===== config.mk =====
export PLATFORM = sky130hd
export DESIGN_NAME = rtc_clk_sel
export DESIGN_NICKNAME = d
export VERILOG_FILES = /design/src/rtl/rtc_sel_pkg.sv /design/src/rtl/rtc_src_lock.sv /design/src/rtl/rtc_hi_div.sv /design/src/rtl/rtc_ratio_mon.sv /design/src/rtl/rtc_clk_sel.sv
export SDC_FILE = /design/constraint.sdc
export NUM_CORES = 1
export LEC_CHECK = 0
export BUFFER_PORTS_ARGS = -buffer_cell sky130_fd_sc_hd__buf_2
export CAP_MARGIN = 10
export CORE_MARGIN = 2
export CORE_UTILIZATION = 30
export CTS_CLUSTER_DIAMETER = 200
export CTS_CLUSTER_SIZE = 16
export DETAILED_ROUTE_END_ITERATION = 10
export PLACE_DENSITY = 0.59
export SYNTH_ARGS = -nofsm -noshare
export SYNTH_HDL_FRONTEND = slang
export SYNTH_SLANG_ARGS = --single-unit

===== constraint.sdc =====
create_clock -name clk -period 2.45 [get_ports clk]
set_clock_uncertainty 0.15 [all_clocks]
set_input_delay 0.49 -clock clk [delete_from_list [all_inputs] [get_ports clk]]
set_output_delay 0.49 -clock clk [all_outputs]
set_load 0.005 [all_outputs]

===== src/rtl/rtc_sel_pkg.sv =====
package rtc_sel_pkg;

    localparam int SEL_W = 2;

    typedef enum logic [SEL_W-1:0] {
        SRC_OFF     = 2'b00,
        SRC_XTAL_LO = 2'b01,
        SRC_RC_LO   = 2'b10,
        SRC_HI_DIV  = 2'b11
    } rtc_src_e;

    typedef struct packed {
        rtc_src_e sel;
        logic     locked;
        logic     ignored;
    } lock_state_t;

    typedef struct packed {
        logic armed;
        logic seen;
        logic err;
    } mon_state_t;

endpackage


===== src/rtl/rtc_src_lock.sv =====
module rtc_src_lock
    import rtc_sel_pkg::*;
(
    input  logic     clk,
    input  logic     bkp_rst_n,
    input  logic     sys_rst_n,
    input  logic     wr_en,
    input  rtc_src_e wr_sel,
    output rtc_src_e sel,
    output logic     locked,
    output logic     ignored
);

    lock_state_t st_d, st_q;

    always_comb begin
        st_d = st_q;
        // the bus side is dead while the system reset holds
        if (wr_en && sys_rst_n) begin
            if (st_q.locked) begin
                st_d.ignored = 1'b1;
            end else begin
                st_d.sel = wr_sel;
                if (wr_sel != SRC_OFF) begin
                    st_d.locked = 1'b1;
                end
            end
        end
    end

    always_ff @(posedge clk or negedge bkp_rst_n) begin
        if (!bkp_rst_n) begin
            st_q <= '{sel: SRC_OFF, locked: 1'b0, ignored: 1'b0};
        end else begin
            st_q <= st_d;
        end
    end

    assign sel     = st_q.sel;
    assign locked  = st_q.locked;
    assign ignored = st_q.ignored;

    AST_LOCK_FROZEN: assert property (@(posedge clk) disable iff (!bkp_rst_n)
        st_q.locked |=> $stable(st_q.sel));
    AST_IGNORED_STICKY: assert property (@(posedge clk) disable iff (!bkp_rst_n)
        st_q.ignored |=> st_q.ignored);
    AST_NO_WRITE_IN_SYSRST: assert property (@(posedge clk) disable iff (!bkp_rst_n)
        !sys_rst_n |=> ($stable(st_q.sel) && $stable(st_q.locked) && $stable(st_q.ignored)));

endmodule


===== src/rtl/rtc_hi_div.sv =====
module rtc_hi_div #(
    parameter int DIV = 32
) (
    input  logic clk,
    input  logic rst_n,
    input  logic en,
    input  logic tick_in,
    output logic pulse_o
);

    localparam int CNT_W = (DIV > 2) ? $clog2(DIV) : 1;
    localparam logic [CNT_W-1:0] LAST = CNT_W'(DIV - 1);

    typedef struct packed {
        logic [CNT_W-1:0] cnt;
    } div_state_t;

    div_state_t st_d, st_q;

    assign pulse_o = en && tick_in && (st_q.cnt == LAST);

    always_comb begin
        st_d = st_q;
        if (en && tick_in) begin
            st_d.cnt = pulse_o ? '0 : st_q.cnt + 1'b1;
        end
    end

    always_ff @(posedge clk or negedge rst_n) begin
        if (!rst_n) begin
            st_q <= '0;
        end else begin
            st_q <= st_d;
        end
    end

    AST_DIV_IDLE: assert property (@(posedge clk) disable iff (!rst_n)
        !en |=> $stable(st_q.cnt));

endmodule


===== src/rtl/rtc_ratio_mon.sv =====
module rtc_ratio_mon
    import rtc_sel_pkg::*;
(
    input  logic clk,
    input  logic rst_n,
    input  logic rtc_ce,
    input  logic bus_tick,
    output logic err
);

    mon_state_t st_d, st_q;

    always_comb begin
        st_d = st_q;
        st_d.seen = st_q.seen | bus_tick;
        if (rtc_ce) begin
            if (st_q.armed && !(st_q.seen || bus_tick)) begin
                st_d.err = 1'b1;
            end
            st_d.armed = 1'b1;
            st_d.seen  = 1'b0;
        end
    end

    always_ff @(posedge clk or negedge rst_n) begin
        if (!rst_n) begin
            st_q <= '0;
        end else begin
            st_q <= st_d;
        end
    end

    assign err = st_q.err;

    AST_ERR_STICKY: assert property (@(posedge clk) disable iff (!rst_n)
        st_q.err |=> st_q.err);

endmodule


===== src/rtl/rtc_clk_sel.sv =====
module rtc_clk_sel
    import rtc_sel_pkg::*;
#(
    parameter int HI_DIV = 32
) (
    input  logic             clk,
    input  logic             bkp_rst_n,
    input  logic             sys_rst_n,
    input  logic             osc_hi_tick,
    input  logic             ext_lo_tick,
    input  logic             int_lo_tick,
    input  logic             pclk_tick,
    input  logic             sel_wr_en,
    input  logic [SEL_W-1:0] sel_wr_data,
    output logic [SEL_W-1:0] sel_o,
    output logic             sel_locked,
    output logic             wr_ignored,
    output logic             rtc_ce,
    output logic             ratio_err
);

    rtc_src_e sel;
    logic     hi_pulse;
    logic     div_rst_n;
    logic     ce_d, ce_q;

    // the divider is stopped by either reset
    assign div_rst_n = sys_rst_n & bkp_rst_n;

    rtc_src_lock u_lock (
        .clk       (clk),
        .bkp_rst_n (bkp_rst_n),
        .sys_rst_n (sys_rst_n),
        .wr_en     (sel_wr_en),
        .wr_sel    (rtc_src_e'(sel_wr_data)),
        .sel       (sel),
        .locked    (sel_locked),
        .ignored   (wr_ignored)
    );

    rtc_hi_div #(.DIV(HI_DIV)) u_div (
        .clk     (clk),
        .rst_n   (div_rst_n),
        .en      (sel == SRC_HI_DIV),
        .tick_in (osc_hi_tick),
        .pulse_o (hi_pulse)
    );

    always_comb begin
        case (sel)
            SRC_XTAL_LO: ce_d = ext_lo_tick;
            SRC_RC_LO:   ce_d = int_lo_tick;
            SRC_HI_DIV:  ce_d = hi_pulse & sys_rst_n;
            default:     ce_d = 1'b0;
        endcase
    end

    // output lives in the backup domain so slow sources survive system reset
    always_ff @(posedge clk or negedge bkp_rst_n) begin
        if (!bkp_rst_n) begin
            ce_q <= 1'b0;
        end else begin
            ce_q <= ce_d;
        end
    end

    rtc_ratio_mon u_mon (
        .clk      (clk),
        .rst_n    (sys_rst_n),
        .rtc_ce   (ce_q),
        .bus_tick (pclk_tick),
        .err      (ratio_err)
    );

    assign sel_o  = sel;
    assign rtc_ce = ce_q;

    AST_OFF_QUIET: assert property (@(posedge clk) disable iff (!bkp_rst_n)
        (sel == SRC_OFF) |=> !ce_q);
    AST_HI_GATED: assert property (@(posedge clk) disable iff (!bkp_rst_n)
        (!sys_rst_n && sel == SRC_HI_DIV) |=> !ce_q);
    AST_XTAL_PASS: assert property (@(posedge clk) disable iff (!bkp_rst_n)
        (sel == SRC_XTAL_LO) |=> (ce_q == $past(ext_lo_tick)));
    AST_RC_PASS: assert property (@(posedge clk) disable iff (!bkp_rst_n)
        (sel == SRC_RC_LO) |=> (ce_q == $past(int_lo_tick)));

endmodule


Word level (Yosys, flattened, before mapping)

Index checks and enable logic that the tools add are counted.

Input bits: 10
Output and inout port bits: 6
Word-level logic and storage cells: 33
Register bits: 13

Muxes and demuxes: 6
Add/subtract/negate cells: 1
Bitwise gates (word level): 4
Equal/unequal tests: 4
Reduce and logical (&&, ||, !) cells: 10

Operators by type and width:

| cell                                                                   | number |
|---|---|
| 2-bit AND reduction                                                    | 3 |
| 5-bit by 1-bit adder with 5-bit output (second input constant)         | 1 |
| 5-bit equality test (second input constant)                            | 1 |
| 5-bit two-way mux                                                      | 1 |
| 2-bit equality test (second input constant)                            | 2 |
| 1-bit logical AND                                                      | 4 |
| 1-bit two-way mux                                                      | 3 |
| 1-bit case mux with 3 select lines                                     | 1 |
| 1-bit AND                                                              | 2 |
| 2-bit by 1-bit equality test with 1-bit output (second input constant) | 1 |
| 2-bit two-way mux                                                      | 1 |
| 2-bit nonzero test                                                     | 1 |
| 1-bit zero test                                                        | 1 |
| 1-bit logical OR                                                       | 1 |
| 1-bit NOT                                                              | 1 |
| 1-bit OR                                                               | 1 |

Logic depth before layout (Yosys ltp)

Word-level depth: 5
Mapped depth: 6
Gate-level depth less buffers: 6

Modules after synthesis

Synthesis repeated with hierarchy kept, for this count alone.

Cells, all modules: 49
Area, all modules: 595.6 um2

Modules (own cells, without submodules):

| module        | area each (um2) | seq. area each (um2) | instances | cells an instance |
|---|---|---|---|---|
| rtc_hi_div    | 261.5           | 125.1                | 1         | 25 |
| rtc_src_lock  | 172.7           | 100.1                | 1         | 10 |
| rtc_ratio_mon | 100.1           | 75.1                 | 1         | 7 |
| rtc_clk_sel   | 61.3            | 25.0                 | 1         | 7 |

Worst setup path before layout

OpenSTA, ideal clock, no wires.

Path kind: register to register
Start point: reg u_div.st_q[0] (netlist bit)
End point: reg ce_q, in the netlist rtc_ce
Arrival time: 1427 ps
Data required time: 2169 ps
Period minus slack after synthesis: 1708 ps
Setup time: 131 ps
Slack: 742 ps
Cell stages (with the launch flop): 7
Path buffers: 0
Path through: dfrtp_1 -> ha_1 -> and3_1 -> ha_1 -> and4_2 -> o21ai_0 -> o21ai_0

Cells in the longest elaborated chain, start to end: 4

RTL lines:

| what                               | line              | RTL |
|---|---|---|
| from (decl)                        | rtc_hi_div.sv:18  | `div_state_t st_d, st_q;` |
| from (signal assigned)             | rtc_hi_div.sv:33  | `st_q <= st_d;` |
| 5-bit equality test                | rtc_hi_div.sv:20  | `assign pulse_o = en && tick_in && (st_q.cnt == LAST);` |
| 1-bit logical AND                  | rtc_hi_div.sv:20  |  |
| 1-bit AND                          | rtc_clk_sel.sv:53 | `SRC_HI_DIV: ce_d = hi_pulse & sys_rst_n;` |
| 1-bit case mux with 3 select lines | rtc_clk_sel.sv:50 | `case (sel)` |
| via ce_d                           | rtc_clk_sel.sv:25 | `logic ce_d, ce_q;` |
| to (signal assigned)               | rtc_clk_sel.sv:61 | `ce_q <= 1'b0;` |
| to (signal assigned)               | rtc_clk_sel.sv:63 | `ce_q <= ce_d;` |
| to (decl)                          | rtc_clk_sel.sv:25 |  |

The timed path passes the listed nets, and every way through them passes these cells.
A chain may end at the register's enable or synchronous reset.

Worst setup path in the final report

Same ends and word-level chain as after synthesis.

==> key figures <==
Job
  – # Max-Cap Violations: 0

Worst setup path
  – Startpoint Class: flip-flop
  – Buffers & Inverters on Critical Path: 0
  – Highest-delay cell along the critical path: dfrtp_1
  – CP endpoint kind: flip-flop
  – Reg-to-Reg Start: u_div.st_q[0]
  – Critical path type: reg -> reg
  – Critical Path, Cell by Cell: ha_1 -> and3_1 -> ha_1 -> and4_2 -> o21ai_0 -> o21ai_0
  – Crit path DAT: about 1.8 ns
  – Crit-path max cell delay: ~0.41 ns
  – Crit-path max FO: 7
  – R2R cell count: 6
  – Cell family with most CP delay: adder cells
  – Critical Path Source: u_div.st_q[0]
  – WP data required: 2.45 ns
  – Reg-to-reg endpoint: rtc_ce
  – FF-to-FF setup slack: 0.65 ns

Synth
  – Number of synthesized flops with an enable pin: 0
  – Synth top area share: 55.7%
  – Sequential fraction of the synthesis area: a little under three fifths
  – Warnings, synthesis: 0
  – Cell Area, Synth: ~580 um^2
  – Largest family of logic cells by synthesized area: simple AND/OR/NAND/NOR gates
  – Xor/xnor share of the synthesized area: 0%
  – Post-Synth Adder-Cell Area: under 10%
  – Simple-gate share of the synthesized area: between 20% and 30%
  – Post-synthesis compound-gate area fraction: roughly 13%
  – Mux cell area share after synthesis: 5.78%
  – Syn Nets: 59
  – Register bit count reported by yosys: 13
  – Async set-reset flop share out of synthesis: 100%
  – Synthesized instance count: 47
  – Top cells by area, synth: dfrtp_1, mux2_2, ha_1
  – Syn Area/Cell: 12.4 um^2
  – Synth cell types: 24
  – Ys flop type: dfrtp_1
  – Yosys top cell by area: dfrtp_1

Routing
  – Drt pass-1 iters: 2
  – Vias per cell: roughly 4.5
  – Via count: approximately 420
  – Met2 wire len: 471 um
  – Post-route DRC: 0
  – Met3 WL post-DR: around 17 um
  – Post-DRT Antenna Nets: 0
  – Met1 Wirelength: between 400 and 500 um
  – Highest routed layer: met4
  – Initial drt markers: 1
  – Routed len/inst: 10.5 um
  – WL final: 977 um

Clock network
  – Root buf cell: clkbuf_4
  – CTS Hold Bufs: 2
  – Post-CTS Setup Bufs: 0
  – Clk sink count: 13
  – Clock Latency Late Sink: ~0.27 ns
  – Num CTS Buffers: 3
  – H-tree depth: 1
  – CTS tree: built
  – Clk buf depth: 2
  – Post-CTS sizing: 0
  – Reg clk slew, reported paths: around 0.080 ns

STA
  – FMAX: between 500 and 600 MHz
  – Worst slew margin: 80.5%
  – Minimum clock period: roughly 1.8 ns
  – Unrepaired setup endpoints after global routing: false
  – Slew Viols, Final: 0
  – Worst-Margin Slew: 0.288 ns
  – Fin crit share: 73.4%
  – # setup viols final: 0
  – Setup tns final: 0 ns
  – Final Hold Fails: 0

Floorplan
  – Starting Density: about a third
  – Die height: just under 50 um
  – Ports: 16
  – Chip Width: 48.1 um
  – Std cell rows: 15
  – Die area: around 0.0023 mm^2
  – Core area: 0.00178 mm^2

GRT
  – Gr ovfl total: 0
  – Number of global-route vias before repair: 367
  – Initial antenna violation count: 0
  – Gr usage total: 9.82%
  – Largest net degree at the start of global routing: 10
  – First-pass GRT wire length: about 1400 um

Place
  – DP HPWL: 751 um
  – I/O Buffers: 15
  – GPL Wtd Cong: 0.669
  – DP Cell Count: 87

Run status
  – Status: finished clean

Min path
  – Hold EP: u_mon.st_q[1]
  – Hold-critical path depth: 3
  – Worst hold path type: in -> reg
  – Hold Path Origin: pclk_tick

Finish
  – Diodes inserted: 0
  – Layout cells sized above 1: 42.6%
  – P&R area growth vs syn: 26.1%
  – Final Non-Filler Cells: between 90 and 100
  – Total Nets Final: between 80 and 90

Power and ir drop
  – Cell Pwr Density: between 700 and 800 mW/mm^2
  – Peak VDD IR: around 0.33 mV
  – Leak: 0.316 nW
area by class of cell:
cell class / instances / area [um^2]
sequential: 13 / 325
clock buffer: 4 / 26.3
tap: 25 / 31.3
timing repair buffer: 17 / 95.1
multi-input combinational: 34 / 259
fill: 173 / 1050
state kept, by name, indices dropped and copies added, names as in the netlist:
| name | flops |
|---|---|
| u_div.st_q | 5 |
| u_lock.sel | 2 |
| rtc_ce | 1 |
| u_lock.ignored | 1 |
| u_mon.st_q | 2 |
| u_mon.err | 1 |
| u_lock.locked | 1 |
cells in the mapped netlist, types with 2 or more instances:
cell type  count
mux2_2         3
o21ai_0        3
nand2_1        3
dfrtp_1       13
nor2_1         4
ha_1           2
a31o_2         2
where the power goes:
| part | internal (mW) | switching, mW | leakage (nW) | total, mW |
|---|---|---|---|---|
| logic | 0.0859 | 0.0622 | 0.157 | 0.148 |
| registers | 0.266 | 0.0423 | 0.144 | 0.308 |
| clock network | 0.0630 | 0.0670 | 0.0150 | 0.130 |
| total | 0.415 | 0.172 | 0.316 | 0.586 |
per-stage QoR:
step	hold slack [ns]	instance area (um^2)	setup slack (ns)	total power, mW	utilization [%]
floorplan	0.0444	584	0.742	0.409	-
global placement	0.165	691	0.681	0.461	38.7
detailed placement	0.166	691	0.663	0.461	38.7
CTS	0.302	737	0.650	0.598	41.3
global route	0.299	737	0.486	0.635	41.3
finish	0.307	737	0.651	0.586	41.3
worst min-delay path, stage by stage:
cell	delay, ns
buf_2	0.07
nor2_1	0.05
nor2_1	0.08
cells by family (layout without fill, tap and decap cells):
logic type / Yosys count / count (layout)
and+or+nand+nor: 19 / 19
AOI/OAI and AO/OA: 10 / 10
muxes: 3 / 3
DFF: 13 / 13
adders and majority gates: 2 / 2
buffers and inverters: 0 / 21
how the worst max path moves through the flow:
stage	to	slack [ns]	cells after the start
global placement	rtc_ce	0.68	6
floorplan	rtc_ce	0.74	6
finish	rtc_ce	0.65	6
CTS	rtc_ce	0.65	6
detailed placement	rtc_ce	0.66	6
global route	rtc_ce	0.49	6
layout by cell type, fill, tap and decap left out, types with 2 or more instances in the layout:
cell | synthesis | final
nor2_1 | 4 | 4
o21ai_0 | 3 | 3
dfrtp_1 | 13 | 13
dlygate4sd3_1 | 0 | 2
mux2_2 | 3 | 3
nand2_1 | 3 | 3
clkbuf_4 | 0 | 3
buf_2 | 0 | 15
a31o_2 | 2 | 2
ha_1 | 2 | 2
layer usage:
metal  vias to the layer above  global-route usage [%]
met5                         -                       0
met2                         8                    14.4
li1                        213                       -
met4                         0                    9.73
met3                         4                    2.22
met1                       191                    11.5
(Power assumes the default switching activity.)
